### config.mk
export PLATFORM = sky130hd
export DESIGN_NAME = twin_timer
export DESIGN_NICKNAME = d
export VERILOG_FILES = /design/src/rtl/twin_timer_pkg.sv /design/src/rtl/twin_timer_ctrl.sv /design/src/rtl/twin_timer_dp.sv /design/src/rtl/twin_timer.sv
export SDC_FILE = /design/constraint.sdc
export NUM_CORES = 1
export LEC_CHECK = 0
export BUFFER_PORTS_ARGS = -buffer_cell sky130_fd_sc_hd__buf_2
export CAP_MARGIN = 20
export CELL_PAD_IN_SITES_DETAIL_PLACEMENT = 0
export CELL_PAD_IN_SITES_GLOBAL_PLACEMENT = 1
export CORE_MARGIN = 2
export CORE_UTILIZATION = 30
export CTS_CLUSTER_DIAMETER = 40
export DETAILED_ROUTE_END_ITERATION = 8
export MAX_ROUTING_LAYER = met4
export PLACE_DENSITY = 0.54
export SYNTH_ARGS = -nofsm -noshare
export SYNTH_HDL_FRONTEND = slang
export SYNTH_SLANG_ARGS = --single-unit
### constraint.sdc
create_clock -name clk -period 2.6 [get_ports clk]
set_input_delay 0 -clock clk [delete_from_list [all_inputs] [get_ports clk]]
set_output_delay 0 -clock clk [all_outputs]
set_load 0.01 [all_outputs]
### src/rtl/twin_timer_pkg.sv
package twin_timer_pkg;
  localparam int CNT_W  = 8;
  localparam int PRE_W  = 5;
  localparam int NCH    = 2;
  localparam int ADDR_W = 3;
  localparam int NCNT   = 2 * NCH;

  localparam logic [ADDR_W-1:0] ADR_CTL  = 3'd0;
  localparam logic [ADDR_W-1:0] ADR_MODE = 3'd1;
  localparam logic [ADDR_W-1:0] ADR_CNT0 = 3'd2;

  // control register bit positions
  localparam int RUN_BASE  = 4;
  localparam int FLAG_BASE = 5;

  typedef struct packed {
    logic            stepLo0;
    logic            stepHi0;
    logic            stepCh1;
    logic [1:0]      mode0;
    logic [1:0]      mode1;
    logic [NCNT-1:0] wrCnt;   // lo0, hi0, lo1, hi1
  } tmrStrobe_t;

  typedef struct packed {
    logic             wrap;
    logic [CNT_W-1:0] hi;
    logic [CNT_W-1:0] lo;
  } advRes_t;

  function automatic advRes_t advance(input logic [CNT_W-1:0] lo,
                                      input logic [CNT_W-1:0] hi,
                                      input logic [1:0] mode);
    advRes_t r;
    logic [PRE_W:0] pre;
    logic [2*CNT_W:0] full;
    r.wrap = 1'b0;
    r.hi = hi;
    r.lo = lo;
    pre = '0;
    full = '0;
    case (mode)
      2'd0: begin
        pre = {1'b0, lo[PRE_W-1:0]} + 1'b1;
        r.lo[PRE_W-1:0] = pre[PRE_W-1:0];
        if (pre[PRE_W]) begin
          r.hi = hi + 1'b1;
          r.wrap = &hi;
        end
      end
      2'd1: begin
        full = {1'b0, hi, lo} + 1'b1;
        r.hi = full[2*CNT_W-1:CNT_W];
        r.lo = full[CNT_W-1:0];
        r.wrap = full[2*CNT_W];
      end
      2'd2: begin
        if (&lo) begin
          r.lo = hi;
          r.wrap = 1'b1;
        end else begin
          r.lo = lo + 1'b1;
        end
      end
      default: ;
    endcase
    return r;
  endfunction
endpackage

### src/rtl/twin_timer_ctrl.sv
module twin_timer_ctrl
  import twin_timer_pkg::*;
(
  input  logic              clk,
  input  logic              rstN,
  input  logic              cycTick,
  input  logic [NCH-1:0]    cntPin,
  input  logic [NCH-1:0]    gatePin,
  input  logic [NCH-1:0]    ackClr,
  input  logic              regWe,
  input  logic [ADDR_W-1:0] regAddr,
  input  logic [CNT_W-1:0]  wrData,
  input  logic              wrapLo0,
  input  logic              wrapHi0,
  input  logic              wrap1,
  output tmrStrobe_t        strb,
  output logic [CNT_W-1:0]  ctlQ,
  output logic [CNT_W-1:0]  modeQ
);
  logic [NCH-1:0] pinPrev;
  logic [NCH-1:0] chGo;
  logic [NCH-1:0] flagSet;
  logic [CNT_W-1:0] ctlN;
  logic split;
  logic wrCtl;
  logic wrMode;

  assign split  = (modeQ[1:0] == 2'd3);
  assign wrCtl  = regWe && (regAddr == ADR_CTL);
  assign wrMode = regWe && (regAddr == ADR_MODE);

  // per-channel gate and source qualification
  for (genvar ch = 0; ch < NCH; ch++) begin : g_qual
    logic gateOk;
    logic srcOk;
    assign gateOk = ~modeQ[4*ch+3] | gatePin[ch];
    assign srcOk  = modeQ[4*ch+2] ? (pinPrev[ch] & ~cntPin[ch]) : 1'b1;
    assign chGo[ch] = cycTick & gateOk & srcOk;
  end

  for (genvar w = 0; w < NCNT; w++) begin : g_wr
    assign strb.wrCnt[w] = regWe && (regAddr == ADR_CNT0 + ADDR_W'(w));
  end

  assign strb.mode0   = modeQ[1:0];
  assign strb.mode1   = modeQ[5:4];
  assign strb.stepLo0 = chGo[0] & ctlQ[RUN_BASE];
  assign strb.stepHi0 = cycTick & split & ctlQ[RUN_BASE+2];
  assign strb.stepCh1 = chGo[1] & (split | ctlQ[RUN_BASE+2]) & (modeQ[5:4] != 2'd3);

  assign flagSet[0] = wrapLo0;
  assign flagSet[1] = split ? wrapHi0 : wrap1;

  always_comb begin
    ctlN = wrCtl ? wrData : ctlQ;
    for (int ch = 0; ch < NCH; ch++) begin
      if (ackClr[ch] && !wrCtl) ctlN[FLAG_BASE+2*ch] = 1'b0;
      if (flagSet[ch])          ctlN[FLAG_BASE+2*ch] = 1'b1;
    end
  end

  always_ff @(posedge clk or negedge rstN) begin
    if (!rstN) begin
      ctlQ    <= '0;
      modeQ   <= '0;
      pinPrev <= '0;
    end else begin
      ctlQ <= ctlN;
      if (wrMode)  modeQ   <= wrData;
      if (cycTick) pinPrev <= cntPin;
    end
  end
endmodule

### src/rtl/twin_timer_dp.sv
module twin_timer_dp
  import twin_timer_pkg::*;
(
  input  logic             clk,
  input  logic             rstN,
  input  tmrStrobe_t       strb,
  input  logic [CNT_W-1:0] wrData,
  output logic [CNT_W-1:0] lo0Q,
  output logic [CNT_W-1:0] hi0Q,
  output logic [CNT_W-1:0] lo1Q,
  output logic [CNT_W-1:0] hi1Q,
  output logic             wrapLo0,
  output logic             wrapHi0,
  output logic             wrap1
);
  logic [CNT_W-1:0] cntQ [NCNT];
  logic [CNT_W-1:0] cntN [NCNT];
  logic [CNT_W-1:0] stepN [NCNT];
  advRes_t adv0;
  advRes_t adv1;

  assign lo0Q = cntQ[0];
  assign hi0Q = cntQ[1];
  assign lo1Q = cntQ[2];
  assign hi1Q = cntQ[3];

  always_comb begin
    adv0 = advance(cntQ[0], cntQ[1], strb.mode0);
    adv1 = advance(cntQ[2], cntQ[3], strb.mode1);
    for (int i = 0; i < NCNT; i++) stepN[i] = cntQ[i];
    wrapLo0 = 1'b0;
    wrapHi0 = 1'b0;
    wrap1   = 1'b0;
    if (strb.mode0 == 2'd3) begin
      if (strb.stepLo0) begin
        stepN[0] = cntQ[0] + 1'b1;
        wrapLo0  = &cntQ[0];
      end
      if (strb.stepHi0) begin
        stepN[1] = cntQ[1] + 1'b1;
        wrapHi0  = &cntQ[1];
      end
    end else if (strb.stepLo0) begin
      stepN[0] = adv0.lo;
      stepN[1] = adv0.hi;
      wrapLo0  = adv0.wrap;
    end
    if (strb.stepCh1) begin
      stepN[2] = adv1.lo;
      stepN[3] = adv1.hi;
      wrap1    = adv1.wrap;
    end
  end

  for (genvar i = 0; i < NCNT; i++) begin : g_cnt
    assign cntN[i] = strb.wrCnt[i] ? wrData : stepN[i];
    always_ff @(posedge clk or negedge rstN) begin
      if (!rstN) cntQ[i] <= '0;
      else       cntQ[i] <= cntN[i];
    end
  end
endmodule

### src/rtl/twin_timer.sv
module twin_timer
  import twin_timer_pkg::*;
(
  input  logic              clk,
  input  logic              rstN,
  input  logic              cycTick,
  input  logic [NCH-1:0]    cntPin,
  input  logic [NCH-1:0]    gatePin,
  input  logic [NCH-1:0]    ackClr,
  input  logic              regWe,
  input  logic [ADDR_W-1:0] regAddr,
  input  logic [CNT_W-1:0]  regWdata,
  output logic [CNT_W-1:0]  regRdata,
  output logic [NCH-1:0]    ovfFlag
);
  tmrStrobe_t strb;
  logic [CNT_W-1:0] ctlQ, modeQ;
  logic [CNT_W-1:0] lo0Q, hi0Q, lo1Q, hi1Q;
  logic wrapLo0, wrapHi0, wrap1;

  twin_timer_ctrl u_ctrl (
    .clk(clk), .rstN(rstN), .cycTick(cycTick), .cntPin(cntPin),
    .gatePin(gatePin), .ackClr(ackClr), .regWe(regWe), .regAddr(regAddr),
    .wrData(regWdata), .wrapLo0(wrapLo0), .wrapHi0(wrapHi0), .wrap1(wrap1),
    .strb(strb), .ctlQ(ctlQ), .modeQ(modeQ)
  );

  twin_timer_dp u_dp (
    .clk(clk), .rstN(rstN), .strb(strb), .wrData(regWdata),
    .lo0Q(lo0Q), .hi0Q(hi0Q), .lo1Q(lo1Q), .hi1Q(hi1Q),
    .wrapLo0(wrapLo0), .wrapHi0(wrapHi0), .wrap1(wrap1)
  );

  always_comb begin
    case (regAddr)
      3'd0:    regRdata = ctlQ;
      3'd1:    regRdata = modeQ;
      3'd2:    regRdata = lo0Q;
      3'd3:    regRdata = hi0Q;
      3'd4:    regRdata = lo1Q;
      3'd5:    regRdata = hi1Q;
      default: regRdata = '0;
    endcase
  end

  for (genvar ch = 0; ch < NCH; ch++) begin : g_flag
    assign ovfFlag[ch] = ctlQ[FLAG_BASE+2*ch];
  end
endmodule

==> results.md <==
- Ys flop type: dfrtp_1
- Worst EP required: 2.85 ns
- Min Tclk post-route: 2.330 ns
- Die width: 119.7 µm
- Setup violations, final: 0
- Vias per cell: 5.786
- Ys async rst share: 100.0%
- Hold Crit Class: input pin to register
- Avg WL per Cell: 22.14 µm
- Post-synth EDFFs: 0
- DP Area: 4353 µm²
- Syn Nets: 518
- Clk_skew: 0.01197 ns
- Row count: 42
- Total of cells resized after clock tree synthesis: 0
- Count of buffers from port buffering: 30
- M1 GR Usage: 28.15%
- ANT cells: 0
- Die height: 119.7 µm
- Worst r2r src: u_ctrl.modeQ[0]
- WS Path Type: register to register
- Antenna Nets Post-Route: 0
- Number of I/O pins: 31
- Cts bufs inserted: 5
- Hold_buf cts: 3
- Clk_lat worst skew: 0.32 ns
- Gr usage total: 22.18%
- Vias in the first global route: 3914
- Routability cong.: 0.8973
- Clk sinks: 50
- Worst-margin pin slew: 0.6090 ns
- Detailed-route DRC error count: 0
- F_max: 429.1 MHz
- Maximum clock insertion buffer count: 2
- CP startpoint: u_ctrl.modeQ[0]
- Post-CTS setup buffer count: 0
- Average size of a mapped cell: 8.284 µm²
- Critical path's largest stage delay: 0.53 ns
- Via count: 3946
- Pwr per Cell Area: 796.0 nW/µm²
- H-tree lvl count: 2
- Critical path cell sequence: ha_1 -> or2_2 -> o2111a_1 -> nand2b_1 -> or3_1 -> a21oi_1
- First-pass GRT wire length: 23320 µm
- Share of cells above drive strength 1: 15.42%
- Leakage: 1.824 nW
- Layout overhead on the synthesized area: 12.80%
- First-pass iteration count of the detailed router: 5
- Mapped Area: 4018 µm²
- Root Buffer: clkbuf_16
- Initial antenna violation count: 0
- Gr busiest metal: met2
- Initial Util: 30.58%
- Initial DRC count: 303
- Die ar.: 14330 µm²
- #FFs+latches synth: 50
- Setup crit start kind: register
- Critical Path End Type: register
- WL final: 15100 µm
- Yosys Warn Count: 0
- Part of the cycle the worst path needs: 89.62%
- Relative slew slack: 59.40%
- Met2 Track Usage GR: 36.43%
- Fin. max-slew vios: 0
- Crit path DAT: 2.58 ns
- Unique cell type count in the Yosys netlist: 68
- Max Cap Violations: 0
- Unrepaired setup endpoints after global routing: no
- Met3 Track Usage GR: 2.804%
- Hold violation total from the final report: 0
- Outcome: finished clean
- Nets@finish: 538
- Max VDD drop: 277.0 µV
- Clock-pin transition on the worst setup and hold timing paths: 0.09 ns
- CP max stage cell: ha_1
- Register area share after synthesis: 31.14%
- Largest net degree at the start of global routing: 35
- Post-Syn Instances: 485
- CP max FO: 17
- Setup TNS: 0 ns
- Hold Startpoint: ackClr[0]
- Total gr overflow: 0
- CTS tree: yes
- Design area: 4532 µm²
- Core area: 13140 µm²
- HPWL Detailed: 11120 µm
==> worst max-delay path: cells and delay by family, from the launching register on <==
family | cells | cell delay [ns]
AO/OA/AOI/OAI | 2 | 0.47
adder cells (fa/ha/maj) | 1 | 0.53
flip-flops | 1 | 0.41
AND/OR/NAND/NOR | 3 | 0.85
==> routing by layer <==
metal / up-vias / wire length (µm)
met5: - / 0
met1: 1947 / 6755
met4: 0 / 393
met3: 21 / 528
li1: 1879 / -
met2: 99 / 7420
==> layout by cell type, fill, tap and decap left out, types with 8 or more instances in the layout <==
cell      netlist  routed
buf_4           2      13
nor2_1         45      45
nand3_1        17      17
a211oi_1       11      11
and3_1          8       8
mux2i_1        13      13
mux2_2         14      14
ha_1           12      12
dfrtp_1        50      50
nand2_1        45      45
o31ai_1         8       8
inv_1          14      14
a31oi_1         9       9
and2_1          8       8
nor2b_1        10      10
o21ai_0        37      37
a21oi_1        28      28
buf_2           4      30
nor3_1         12      12
==> final timing paths <==
path / to / slack (ns) / depth (start not counted)
worst max-delay path: u_dp.lo1Q[2] / 0.27 / 6
worst min-delay path: u_ctrl.ctlQ[5] / 0.02 / 4
worst max register to register: u_dp.lo1Q[2] / 0.27 / 6
worst min register to register: u_ctrl.pinPrev[1] / 0.50 / 1
max in group asynchronous: u_ctrl.ctlQ[5] / 1.61 / 3
min in group asynchronous: u_ctrl.ctlQ[3] / 0.15 / 2
==> synth_stat cells (3+ instances only) <==
cell,instances,area [µm²]
a221oi_1,7,61.31
nor3_1,12,60.06
xnor2_1,7,61.31
and3_1,8,50.05
mux2i_1,13,130.1
and4_1,7,61.31
mux2_2,14,157.7
nor2_1,45,168.9
nand4_1,7,43.79
nor2b_1,10,62.56
a22oi_1,5,37.54
dfrtp_1,50,1251
and2_1,8,50.05
inv_1,14,52.55
a31oi_1,9,56.30
a211oi_1,11,82.58
nand2b_1,6,37.54
buf_1,3,11.26
buf_2,4,20.02
o31ai_1,8,60.06
o21ai_0,37,185.2
clkbuf_1,22,82.58
a31o_2,4,35.03
nand3_1,17,85.08
a41oi_1,3,26.28
a21o_1,6,45.04
a21oi_1,28,140.1
nor3b_1,3,22.52
nand2_1,45,168.9
nor4_1,3,18.77
o22ai_1,7,43.79
a211o_1,3,26.28
ha_1,12,150.1
==> layout make-up <==
cell class,count,area (µm²)
clock buffer,5,125.1
clock inverter,3,23.77
fill,1416,8606
inverter,14,52.55
multi-input combinational,388,2581
sequential,50,1251
tap,176,220.2
timing repair buffer,46,277.8
==> logic make-up after synthesis <==
| logic type | Yosys count | share of synthesized area, % |
|---|---|---|
| buf+inv | 47 | 4.920 |
| compound gates | 154 | 26.41 |
| simple gates | 185 | 23.76 |
| xor+xnor | 8 | 1.744 |
| fa+ha+maj | 12 | 3.737 |
| flops | 50 | 31.14 |
| mux | 29 | 8.284 |
==> state kept, by name (all words and copies together), names as in the netlist <==
signal          flops
u_ctrl.ctlQ         8
u_ctrl.pinPrev      2
u_dp.lo1Q           8
u_dp.hi0Q           8
u_ctrl.modeQ        8
u_dp.hi1Q           8
u_dp.lo0Q           8
==> where the power goes <==
group	switching [W]	internal, W	leakage [nW]
logic	0.000812	0.000618	1.15
registers	0.000437	0.00101	0.603
clock network	0.000370	0.000363	0.0664
==> metrics by stage <==
stage                     hold slack (ns)  setup slack (ns)  power, W  std cells  utilization (%)
after global placement           -0.03046            0.3349  0.002865        671            33.13
after global routing              0.04227            0.1225  0.003867        682            34.50
final                             0.02405            0.2698  0.003607        682            34.50
after detailed placement         -0.03017            0.2819  0.002866        671            33.13
after floorplan                   -0.2956            0.6775  0.002364        485                -
after CTS                         0.01805            0.2874  0.003605        682            34.50
Power figures use the tool's default switching activity.
